$ cat config.mk
export PLATFORM = sky130hd
export DESIGN_NAME = nand_strobe_timer
export DESIGN_NICKNAME = d
export VERILOG_FILES = /design/src/rtl/nst_pkg.sv /design/src/rtl/nst_ctrl.sv /design/src/rtl/nst_datapath.sv /design/src/rtl/nand_strobe_timer.sv
export SDC_FILE = /design/constraint.sdc
export NUM_CORES = 1
export LEC_CHECK = 0
export ABC_AREA = 1
export CORE_UTILIZATION = 40
export CTS_CLUSTER_SIZE = 30
export DETAILED_ROUTE_END_ITERATION = 7
export REMOVE_ABC_BUFFERS = 1
export SETUP_SLACK_MARGIN = 0.2
export SYNTH_ARGS = -nofsm -noshare
export SYNTH_HDL_FRONTEND = slang
export SYNTH_SLANG_ARGS = --single-unit
$ cat constraint.sdc
create_clock -name clk -period 2.13 [get_ports clk]
set_clock_uncertainty 0.15 [all_clocks]
set_input_delay 0.639 -clock clk [delete_from_list [all_inputs] [get_ports clk]]
set_output_delay 0.639 -clock clk [all_outputs]
set_load 0.01 [all_outputs]
$ cat src/rtl/nst_pkg.sv
package nst_pkg;

  // Default field layout of the packed timing word
  localparam int TIMING_W_DEF  = 32;
  localparam int SETUP_LSB_DEF = 12;
  localparam int SETUP_W_DEF   = 6;
  localparam int PULSE_LSB_DEF = 5;
  localparam int PULSE_W_DEF   = 6;
  localparam int HOLD_LSB_DEF  = 0;
  localparam int HOLD_W_DEF    = 5;

  typedef enum logic [2:0] {
    PH_IDLE   = 3'd0,
    PH_SETUP  = 3'd1,
    PH_STROBE = 3'd2,
    PH_HOLD   = 3'd3,
    PH_DONE   = 3'd4
  } phase_e;

  // Strobes from control to datapath
  typedef struct packed {
    logic accept;      // latch request, load setup count
    logic loadPulse;   // load strobe-width count
    logic loadHold;    // load hold count
    logic countDown;   // decrement phase counter
    logic csOn;        // chip select low in the next cycle
    logic strobeOn;    // strobe low in the next cycle
    logic doneOn;      // done high in the next cycle
  } ctl_s;

endpackage

$ cat src/rtl/nst_ctrl.sv
module nst_ctrl
  import nst_pkg::*;
(
  input  logic clk,
  input  logic rstN,
  input  logic reqValid,
  input  logic cntZero,
  output ctl_s ctl
);

  phase_e phase, phaseNext;

  always_ff @(posedge clk or negedge rstN) begin
    if (!rstN) phase <= PH_IDLE;
    else       phase <= phaseNext;
  end

  always_comb begin
    phaseNext     = phase;
    ctl           = '0;
    unique case (phase)
      PH_IDLE, PH_DONE: begin
        if (reqValid) begin
          phaseNext  = PH_SETUP;
          ctl.accept = 1'b1;
        end else begin
          phaseNext  = PH_IDLE;
        end
      end
      PH_SETUP: begin
        if (cntZero) begin
          phaseNext     = PH_STROBE;
          ctl.loadPulse = 1'b1;
        end else begin
          ctl.countDown = 1'b1;
        end
      end
      PH_STROBE: begin
        if (cntZero) begin
          phaseNext    = PH_HOLD;
          ctl.loadHold = 1'b1;
        end else begin
          ctl.countDown = 1'b1;
        end
      end
      PH_HOLD: begin
        if (cntZero) phaseNext     = PH_DONE;
        else         ctl.countDown = 1'b1;
      end
      default: phaseNext = PH_IDLE;
    endcase

    ctl.csOn     = (phaseNext == PH_SETUP) || (phaseNext == PH_STROBE) ||
                   (phaseNext == PH_HOLD);
    ctl.strobeOn = (phaseNext == PH_STROBE);
    ctl.doneOn   = (phaseNext == PH_DONE);
  end

endmodule

$ cat src/rtl/nst_datapath.sv
module nst_datapath
  import nst_pkg::*;
#(
  parameter int NUM_BANKS = 4,
  parameter int BANK_W    = 2,
  parameter int TIMING_W  = TIMING_W_DEF,
  parameter int SETUP_LSB = SETUP_LSB_DEF,
  parameter int SETUP_W   = SETUP_W_DEF,
  parameter int PULSE_LSB = PULSE_LSB_DEF,
  parameter int PULSE_W   = PULSE_W_DEF,
  parameter int HOLD_LSB  = HOLD_LSB_DEF,
  parameter int HOLD_W    = HOLD_W_DEF
) (
  input  logic                 clk,
  input  logic                 rstN,
  input  ctl_s                 ctl,
  input  logic                 reqWrite,
  input  logic [BANK_W-1:0]    reqBank,
  input  logic [TIMING_W-1:0]  timingWord,
  output logic                 cntZero,
  output logic [NUM_BANKS-1:0] csN,
  output logic                 rdN,
  output logic                 wrN,
  output logic                 done
);

  localparam int CNT_W = (SETUP_W > PULSE_W) ?
                         ((SETUP_W > HOLD_W) ? SETUP_W : HOLD_W) :
                         ((PULSE_W > HOLD_W) ? PULSE_W : HOLD_W);

  function automatic logic [TIMING_W-1:0] fieldBits(input int lsb, input int wd);
    logic [TIMING_W-1:0] m;
    m = '0;
    for (int i = 0; i < TIMING_W; i++)
      if (i >= lsb && i < lsb + wd) m[i] = 1'b1;
    return m;
  endfunction

  localparam logic [TIMING_W-1:0] FIELD_MASK =
    fieldBits(SETUP_LSB, SETUP_W) | fieldBits(PULSE_LSB, PULSE_W) |
    fieldBits(HOLD_LSB, HOLD_W);

  // Counter load value: field length minus one, zero field acts as one
  function automatic logic [CNT_W-1:0] phaseLoad(input logic [TIMING_W-1:0] w,
                                                 input int lsb, input int wd);
    logic [TIMING_W-1:0] f;
    f = (w >> lsb) & fieldBits(0, wd);
    if (f == '0) return '0;
    return CNT_W'(f - 1'b1);
  endfunction

  logic [TIMING_W-1:0] maskedReq;
  logic [TIMING_W-1:0] activeTiming;
  logic                timingDiff;
  logic [CNT_W-1:0]    cnt;
  logic [BANK_W-1:0]   bankQ;
  logic [BANK_W-1:0]   bankSel;
  logic                writeQ;

  assign maskedReq  = timingWord & FIELD_MASK;
  assign timingDiff = (maskedReq != activeTiming);
  assign bankSel    = ctl.accept ? reqBank : bankQ;
  assign cntZero    = (cnt == '0);

  // Active timing copy, rewritten only on a changed request at acceptance
  always_ff @(posedge clk or negedge rstN) begin
    if (!rstN) begin
      activeTiming <= '0;
    end else if (ctl.accept && timingDiff) begin
      activeTiming <= maskedReq;
    end
  end

  always_ff @(posedge clk or negedge rstN) begin
    if (!rstN) begin
      bankQ  <= '0;
      writeQ <= 1'b0;
    end else if (ctl.accept) begin
      bankQ  <= reqBank;
      writeQ <= reqWrite;
    end
  end

  // Phase counter: setup load uses the incoming word, later phases the copy
  always_ff @(posedge clk or negedge rstN) begin
    if (!rstN) begin
      cnt <= '0;
    end else if (ctl.accept) begin
      cnt <= phaseLoad(maskedReq, SETUP_LSB, SETUP_W);
    end else if (ctl.loadPulse) begin
      cnt <= phaseLoad(activeTiming, PULSE_LSB, PULSE_W);
    end else if (ctl.loadHold) begin
      cnt <= phaseLoad(activeTiming, HOLD_LSB, HOLD_W);
    end else if (ctl.countDown) begin
      cnt <= cnt - 1'b1;
    end
  end

  // Registered bus outputs
  for (genvar b = 0; b < NUM_BANKS; b++) begin : g_cs
    always_ff @(posedge clk or negedge rstN) begin
      if (!rstN) csN[b] <= 1'b1;
      else       csN[b] <= ~(ctl.csOn && (bankSel == BANK_W'(b)));
    end
  end

  always_ff @(posedge clk or negedge rstN) begin
    if (!rstN) begin
      rdN  <= 1'b1;
      wrN  <= 1'b1;
      done <= 1'b0;
    end else begin
      rdN  <= ~(ctl.strobeOn && !writeQ);
      wrN  <= ~(ctl.strobeOn &&  writeQ);
      done <= ctl.doneOn;
    end
  end

endmodule

$ cat src/rtl/nand_strobe_timer.sv
module nand_strobe_timer
  import nst_pkg::*;
#(
  parameter int NUM_BANKS = 4,
  parameter int TIMING_W  = TIMING_W_DEF,
  parameter int SETUP_LSB = SETUP_LSB_DEF,
  parameter int SETUP_W   = SETUP_W_DEF,
  parameter int PULSE_LSB = PULSE_LSB_DEF,
  parameter int PULSE_W   = PULSE_W_DEF,
  parameter int HOLD_LSB  = HOLD_LSB_DEF,
  parameter int HOLD_W    = HOLD_W_DEF,
  localparam int BANK_W   = (NUM_BANKS > 1) ? $clog2(NUM_BANKS) : 1
) (
  input  logic                 clk,
  input  logic                 rstN,
  input  logic                 reqValid,
  input  logic                 reqWrite,
  input  logic [BANK_W-1:0]    reqBank,
  input  logic [TIMING_W-1:0]  timingWord,
  output logic                 done,
  output logic [NUM_BANKS-1:0] csN,
  output logic                 rdN,
  output logic                 wrN
);

  ctl_s ctl;
  logic cntZero;

  nst_ctrl u_ctrl (
    .clk      (clk),
    .rstN     (rstN),
    .reqValid (reqValid),
    .cntZero  (cntZero),
    .ctl      (ctl)
  );

  nst_datapath #(
    .NUM_BANKS (NUM_BANKS),
    .BANK_W    (BANK_W),
    .TIMING_W  (TIMING_W),
    .SETUP_LSB (SETUP_LSB),
    .SETUP_W   (SETUP_W),
    .PULSE_LSB (PULSE_LSB),
    .PULSE_W   (PULSE_W),
    .HOLD_LSB  (HOLD_LSB),
    .HOLD_W    (HOLD_W)
  ) u_dp (
    .clk        (clk),
    .rstN       (rstN),
    .ctl        (ctl),
    .reqWrite   (reqWrite),
    .reqBank    (reqBank),
    .timingWord (timingWord),
    .cntZero    (cntZero),
    .csN        (csN),
    .rdN        (rdN),
    .wrN        (wrN),
    .done       (done)
  );

endmodule

Word-level counts from Yosys, hierarchy flattened:

Index checks and enable logic that the tools add are counted.

* register bits: 36
* bits of input ports: 38
* output and inout bits: 7
* word-level logic and storage cells: 94

* add/subtract/negate cells: 4
* eq/ne operators: 12
* multiplexer cells: 38
* bitwise gates (word level): 9
* reductions and logical operators: 19

Operators by type and width (count)
* zero test 32 bit: 3
* 2-to-1 mux 6 bit: 10
* subtractor 6 x 1 -> 6 bit (second input constant): 4
* 2-to-1 mux 1 bit: 23
* AND 18 x 5 -> 18 bit: 1
* != test 17 bit: 1
* AND 13 x 6 -> 13 bit: 1
* equality test 3 x 2 -> 1 bit (second input constant): 4
* case mux 3 bit (4 select lines): 1
* 2-to-1 mux 3 bit: 3
* logical AND 1 bit: 7
* AND 6 bit: 1
* equality test 3 x 1 -> 1 bit (second input constant): 2
* equality test 3 bit (second input constant): 2
* zero test 6 bit: 1
* inverter 1 bit: 6
* equality test 2 bit (second input constant): 2
* nonzero test 4 bit: 1
* zero test 3 bit: 1
* OR reduction 3 bit: 1
* equality test 2 x 1 -> 1 bit (second input constant): 1
* zero test 2 bit: 1
* logical OR 1 bit: 2
* 2-to-1 mux 2 bit: 1
* 2 further kinds: 2

Logic depth before layout (Yosys ltp):

Gate-level depths: netlist (run 1).

* word-level depth: 16
* gate-level depth with buffers: 11
* mapped depth without buffers: 11

Hierarchy:

A second synthesis (run 1) with hierarchy kept.

* cells, all modules: 342
* area total of the unflattened synthesis: 2369.8 µm²

By module, submodules not included
* nst_datapath: instances 1, cells each 312, area an instance 2183.3 µm², seq. area each 833.3 µm²
* nst_ctrl: instances 1, cells each 30, area an instance 186.4 µm², seq. area each 75.1 µm²

Worst setup path after synthesis (run 1):

Ideal clock, no wire load.

* path kind: input-to-reg
* from: input reqValid
* to: register u_dp.csN[1]
* setup time: 64 ps
* data arrival time: 1582 ps
* required time: 1916 ps
* setup slack: 334 ps
* cell stages on the path: 6
* buffers on the path: 0
* path through: nor3b_4 > inv_2 > or2_0 > o21ai_2 > inv_1 > nand3_1

* elaborated cells on any way between the ends: 13
* classes of those cells: 4 x eq/ne; 5 x mux; 1 x bitwise; 3 x reduce/logical

RTL lines
* from (decl): RTL line nand_strobe_timer.sv:16 `input logic reqValid,`
* 2-to-1 mux 1 bit: RTL line nst_ctrl.sv:23 `if (reqValid) begin`
* 2-to-1 mux 1 bit: RTL line nst_ctrl.sv:21 `unique case (phase)`
* 2-to-1 mux 2 bit
* via u_dp.bankSel[0]: RTL line nst_datapath.sv:57 `logic [BANK_W-1:0] bankSel;`
* equality test 2 x 1 -> 1 bit: RTL line nst_datapath.sv:103 `else csN[b] <= ~(ctl.csOn && (bankSel == BANK_W'(b)));`
* logical AND 1 bit: RTL line nst_datapath.sv:103
* inverter 1 bit: RTL line nst_datapath.sv:103
* to (signal, indexed assignment): RTL line nst_datapath.sv:103
* to (decl): RTL line nst_datapath.sv:21 `output logic [NUM_BANKS-1:0] csN,`

The timed path passes the listed nets, and every way through them passes these cells.
A chain may end at the register's enable or synchronous reset.

Worst setup path after layout (run 1):

* from: input reqValid
* to: register u_dp.cnt[2]

* cells in the longest elaborated chain, start to end: 3
* elaborated cells on any way between the ends: 4
* classes of those cells: 3 x mux; 1 x reduce/logical

Ends and longest elaborated chain
* 2-to-1 mux 1 bit (*): RTL line nst_ctrl.sv:23
* 2-to-1 mux 1 bit (*): RTL line nst_ctrl.sv:21
* nonzero test 4 bit (no source line) / 2-to-1 mux 6 bit (equally long branches)
* to (signal assigned): RTL line nst_datapath.sv:89 `cnt <= phaseLoad(maskedReq, SETUP_LSB, SETUP_W);`
* to (signal assigned): RTL line nst_datapath.sv:91 `cnt <= phaseLoad(activeTiming, PULSE_LSB, PULSE_W);`
* to (signal assigned): RTL line nst_datapath.sv:93 `cnt <= phaseLoad(activeTiming, HOLD_LSB, HOLD_W);`
* to (decl): RTL line nst_datapath.sv:55 `logic [CNT_W-1:0] cnt;`

Mark *: on every way between the ends. The rest lies on a longest branch, timed or not.

==> run_results.csv, run 1 <==
group,metric,value,unit
timing,hold_viol_final,0,
timing,setup-violations-final,0,
setup_path,crit_top_cell,"buf_6",
die,core_area,5205,µm²
final_layout,final_common_cell,"nand2_1",
setup_path,critPathSlowestCell,"nor3_4",
clock_tree,insertion_delay,0.29,ns
outcome,status,"finished, final reports clean",
setup_path,slowest_delay,0.25,ns
setup_path,path_cells,"dlygate4sd2_1 > nor3b_4 > buf_6 > buf_6 > nor3_4 > buf_6 > buf_6 > nor2_1 > a21oi_1",
detailed_routing,firstDrtPassIters,4,
global_routing,grt.total_usage,0.1942,
setup_path,cp_data_required_time,2.19,ns
setup_path,critPathKind,"input pin to flop",
detailed_routing,wl_per_cell,11.67,µm
final_layout,fillers,482,
power_and_ir_drop,p_per_area,1214,nW/µm²
timing,max_freq,536.9,MHz
timing,min_period,1.862,ns
synthesis,synth_cells,294,
die,ios,45,
synthesis,ys_seq_area_frac,0.4118,
timing,fin_crit_sh,0.8744,
detailed_routing,ant_nets,0,
detailed_routing,post_drt_via_cell_ratio,4.721,
synthesis,syn_avg_cell_area,7.503,µm²
placed_design,pre_cts_ws,-0.2799,ns
die,num_rows,26,
clock_tree,cts_tree,"done",
run,maxCapViolCount,0,
detailed_routing,route.detailed.drc,0,
placed_design,dp_hpwl,3657,µm
final_layout,final_cell_mix,"nand2_1 (79), nand3_1 (43), nor2_1 (38), dfrtp_1 (30), inv_1 (24)",
clock_tree,htree_levels,2,
global_routing,grt_max_degree,18,
timing,rsz0062_at_grt,"yes",
placed_design,io_buffers,29,
timing,final_max_slew_viol_count,0,
detailed_routing,first_iter_violations,95,
setup_path,cp.arrival,1.93,ns
detailed_routing,dr_total_vias,2030,
timing,fin_hold_ws,0.1099,ns
clock_tree,cts-root-buf,"clkbuf_8",
synthesis,synth-seq-cells,36,
detailed_routing,wirelength,5019,µm
timing,worstMarginPinSlew,0.4285,ns
synthesis,ys_types,25,
global_routing,grt_pass1_wl,8887,µm
clock_tree,cts_made_buffers,5,
global_routing,grt_antenna_before_repair,0,
final_layout,area_growth,38.68,%
synthesis,yosys_warnings,0,
final_layout,antennaDiodeCount,0,
die,initial_utilization,0.4238,
setup_path,cp_max_fo,5,
power_and_ir_drop,leakage,0.001528,µW
setup_path,end_kind,"flop",
timing,worst_slack,0.2675,ns
final_layout,nets,403,
synthesis,synth_area,2206,µm²
power_and_ir_drop,ir_drop,0.5449,mV
global_routing,grt_overflow,0,
clock_tree,clk_pin_slew,0.08,ns
hold_path,holdCritPathClass,"input pin to async pin",
die,die-height,76.26,µm
clock_tree,cts.sinks,36,
global_routing,first_global_vias,1947,
timing,slew_headroom,0.7121,
setup_path,cp-start-kind,"input pin",
final_layout,drive_above_1_share,0.1917,
die,fp.dieArea,5816,µm²
die,die_w,76.26,µm
clock_tree,cts_buffer_depth,2,
placed_design,gp_congestion,0.7927,
## final timing paths
path                        startpoint          end  slack, ns  cells after the start
max in group asynchronous         rstN     u_dp.rdN       1.16                      2
hold reg to reg            u_dp.writeQ     u_dp.wrN       0.28                      1
setup / recovery              reqValid  u_dp.cnt[2]       0.27                      9
min in group clk           u_dp.writeQ     u_dp.wrN       0.28                      1
hold / removal                    rstN  u_dp.cnt[5]       0.11                      1
setup reg to reg           u_dp.cnt[0]  u_dp.cnt[2]       0.30                     10
## per-layer routing
metal | up-vias | global-route usage | part of all wire
li1 | 1067 | - | -
met1 | 927 | 0.2609 | 0.47
met2 | 31 | 0.3126 | 0.49
met3 | 5 | 0.03952 | 0.030
met4 | 0 | 0.06346 | 0.015
met5 | - | 0 | 0
## synthesized netlist by cell type
| library cell | number | area share |
|---|---|---|
| nor3_4 | 1 | 0.0074 |
| dfstp_2 | 6 | 0.071 |
| o21ai_0 | 4 | 0.0091 |
| o21ai_2 | 2 | 0.0079 |
| nand3_1 | 43 | 0.098 |
| or2_0 | 2 | 0.0057 |
| inv_1 | 26 | 0.044 |
| buf_1 | 1 | 0.0017 |
| a21oi_1 | 6 | 0.014 |
| nor3b_4 | 1 | 0.0085 |
| nor3_1 | 3 | 0.0068 |
| nand3b_1 | 1 | 0.0034 |
| nand2_1 | 80 | 0.14 |
| nand2_2 | 2 | 0.0057 |
| a311oi_1 | 1 | 0.0040 |
| xor2_1 | 14 | 0.056 |
| nand4_1 | 3 | 0.0085 |
| nand3_2 | 1 | 0.0045 |
| ha_1 | 6 | 0.034 |
| inv_2 | 2 | 0.0034 |
| nor2_1 | 43 | 0.073 |
| dfrtp_1 | 30 | 0.34 |
| xnor2_1 | 13 | 0.052 |
| clkbuf_1 | 2 | 0.0034 |
| buf_2 | 1 | 0.0023 |
## worst max-delay path, delay by kind of cell
kind | cells | cell delay (ns)
AOI/OAI and AO/OA | 1 | 0.15
and+or+nand+nor | 3 | 0.42
buffers and inverters | 5 | 0.72
## sequential cells by signal, summed over array words and instances (netlist names)
register           count
u_dp.wrN               1
u_dp.bankQ             2
u_dp.writeQ            1
u_dp.csN               4
u_ctrl.phase           3
u_dp.cnt               6
u_dp.activeTiming     17
u_dp.rdN               1
u_dp.done              1
## layout make-up
cell class / count / area (µm²) / area share
repair buffers: 61 / 613.1 / 0.2004
repair inverters: 1 / 7.507 / 0.002454
inverters: 28 / 105.1 / 0.03436
clock buffers: 6 / 82.58 / 0.02699
flip-flops and latches: 36 / 908.4 / 0.2969
multi-input cells: 226 / 1245 / 0.4070
well taps: 70 / 87.58 / 0.02863
clock inverters: 2 / 10.01 / 0.003272
## per-stage QoR
step	TNS, ns	total power (µW)	instances	utilization	cell area [µm²]
final	0	3713	430	0.5877	3059
after global routing	0	4072	430	0.5877	3059
after CTS	0	3644	425	0.5752	2994
after detailed placement	-6.115	2979	408	0.5269	2743
after global placement	-5.635	2950	408	0.5269	2743
after floorplan	-0.1049	2443	290	-	2190
## where the power goes
part           total, µW  switching (µW)  leakage (µW)  internal, µW
registers           1320             309      0.000429          1010
logic               1880             987       0.00105           897
clock network        511             253     0.0000510           258
## kinds of logic after synthesis
logic type | Yosys count | synth area share
AO/OA/AOI/OAI | 13 | 0.03460
XOR/XNOR | 27 | 0.1072
adder cells (fa/ha/maj) | 6 | 0.03403
buffers and inverters | 32 | 0.05502
flip-flops | 36 | 0.4118
AND/OR/NAND/NOR | 180 | 0.3573
## timing repair
item                       CTS  global route
pin swaps                    5             9
hold buffers                 0             0
setup endpoints to repair   35            26
resized for setup           38            15
cloned                       3             0
setup buffers                6             5
(Power assumes the default switching activity.)
==> run 2, diff against run 1 <==
- SKIP_CTS_REPAIR_TIMING: unset -> 1
==> run 2 against run 1 <==
- die area unchanged
- combinational power is 4% lower
- global-route usage down 1.2 points
- core utilization shrank 0.77 points
- worst hold slack better by 0.0029 ns
- cell count shrank 1.9%
- critical endpoint is now u_dp.cnt[4]
- largest cell class unchanged
- largest power group unchanged
==> run_results.csv, run 2 (synthesis gave the netlist of run 1 again) <==
group,metric,value,unit
clock_tree,cts-root-buf,"clkbuf_8",
timing,fin_hold_ws,0.1128,ns
final_layout,layout.cells.non_filler,422,
die,core_area,5205,µm²
global_routing,grt_overflow,0,
hold_path,holdCritPathClass,"input pin to async pin",
die,initial_utilization,0.4238,
clock_tree,cts_buffer_depth,2,
placed_design,dp_cells,408,
detailed_routing,ant_nets,0,
power_and_ir_drop,switching_share,0.4167,
detailed_routing,wirelength,4794,µm
final_layout,drive_above_1_share,0.1847,
global_routing,grt_max_degree,18,
detailed_routing,first_iter_violations,111,
die,die_w,76.26,µm
power_and_ir_drop,p_per_area,1202,nW/µm²
final_layout,reg_top3,"u_dp.activeTiming x17, u_dp.cnt x6, u_dp.csN x4",
power_and_ir_drop,p_clk_frac,0.140,
clock_tree,cts_tree,"done",
detailed_routing,post_drt_via_cell_ratio,4.773,
power_and_ir_drop,p_comb_frac,0.497,
timing,rsz0062_at_grt,"yes",
detailed_routing,firstDrtPassIters,4,
die,die-height,76.26,µm
power_and_ir_drop,internal_power,2117,µW
setup_path,cp-start-kind,"flop",
placed_design,dpl_cell_area,2743,µm²
timing,hold_viol_final,0,
global_routing,first_global_vias,1853,
outcome,status,"finished, final reports clean",
final_layout,largest_register_ffs,17,
setup_path,cp.arrival,1.90,ns
timing,setup-violations-final,0,
detailed_routing,route.detailed.drc,0,
power_and_ir_drop,leakage,0.001602,µW
timing,min_period,1.830,ns
clock_tree,clk_pin_slew,0.08,ns
global_routing,grt_pass1_wl,8328,µm
timing,fin_crit_sh,0.8593,
clock_tree,cts.sinks,36,
power_and_ir_drop,ir_drop,0.5279,mV
final_layout,antennaDiodeCount,0,
setup_path,cp_data_required_time,2.20,ns
timing,max_freq,546.3,MHz
final_layout,final_cell_mix,"nand2_1 (79), nand3_1 (43), nor2_1 (33), dfrtp_1 (30)",
final_layout,final_cell_area,3019,µm²
final_layout,area_growth,36.87,%
global_routing,grt_antenna_before_repair,0,
final_layout,nets,395,
clock_tree,htree_levels,2,
timing,worstMarginPinSlew,0.3971,ns
power_and_ir_drop,pwr-share-seq,0.363,
run,maxCapViolCount,0,
die,num_rows,26,
die,fp.dieArea,5816,µm²
detailed_routing,wl_per_cell,11.36,µm
power_and_ir_drop,p_switching,1513,µW
placed_design,dp_hpwl,3657,µm
final_layout,final_common_cell,"nand2_1",
final_layout,top_register,"u_dp.activeTiming",
clock_tree,cts_made_buffers,5,
die,ios,45,
timing,final_max_slew_viol_count,0,
clock_tree,insertion_delay,0.29,ns
placed_design,io_buffers,29,
detailed_routing,dr_total_vias,2014,
setup_path,end_kind,"flop",
placed_design,gp_congestion,0.7927,
timing,slew_headroom,0.7353,
setup_path,cp_max_fo,6,
global_routing,grt.total_usage,0.1818,
setup_path,critPathKind,"flop to flop",
## run 2: per-layer routing
metal / global-route usage / vias to the layer above / routed length (µm)
met5: 0 / - / 0
met4: 0.06346 / 0 / 38
met3: 0.03952 / 2 / 119
met2: 0.2784 / 31 / 2268
met1: 0.2531 / 926 / 2367
li1: - / 1055 / -
## run 2: area by class of cell
cell class	instances	area [µm²]
clock buffer	6	82.58
clock inverter	2	10.01
fill	470	2186
inverter	28	107.6
multi-input combinational	226	1249
sequential	36	908.4
tap	70	87.58
timing repair buffer	54	574.3
## run 2: final timing paths
check                      cells after the start  slack (ns)            end         from
max                                            9        0.30    u_dp.cnt[4]  u_dp.cnt[0]
max in group asynchronous                      2        1.15       u_dp.rdN         rstN
min reg2reg                                    1        0.28       u_dp.wrN  u_dp.writeQ
max reg2reg                                    9        0.30    u_dp.cnt[4]  u_dp.cnt[0]
min                                            1        0.11  u_dp.bankQ[0]         rstN
min in group clk                               1        0.28       u_dp.wrN  u_dp.writeQ
## run 2: worst max-delay path: stages (launching register included)
cell and delay [ns]:
dfrtp_1 0.42, inv_2 0.10, ha_4 0.16, nand3_4 0.12
nor2_4 0.11, nor2_1 0.07, nor3_4 0.32, buf_4 0.18
nor2_1 0.04, a21oi_1 0.11
## run 2: power by group through the flow
stage / Combinational (µW) / Sequential (µW) / Clock, µW
floorplan: 1180 / 1270 / 0
global placement: 1650 / 1300 / 0
detailed placement: 1660 / 1320 / 0
CTS: 1670 / 1300 / 523
global route: 2080 / 1360 / 558
finish: 1800 / 1320 / 509
## run 2: stage by stage
stage               worst slack, ns   TNS (ns)  utilization  power, µW
global route                 0.1637          0       0.5800       4001
global placement            -0.2502     -5.635       0.5269       2950
detailed placement          -0.2799     -6.115       0.5269       2979
CTS                       -0.005530  -0.005530       0.5447       3499
floorplan                  -0.02683    -0.1049            -       2443
finish                       0.2996          0       0.5800       3630
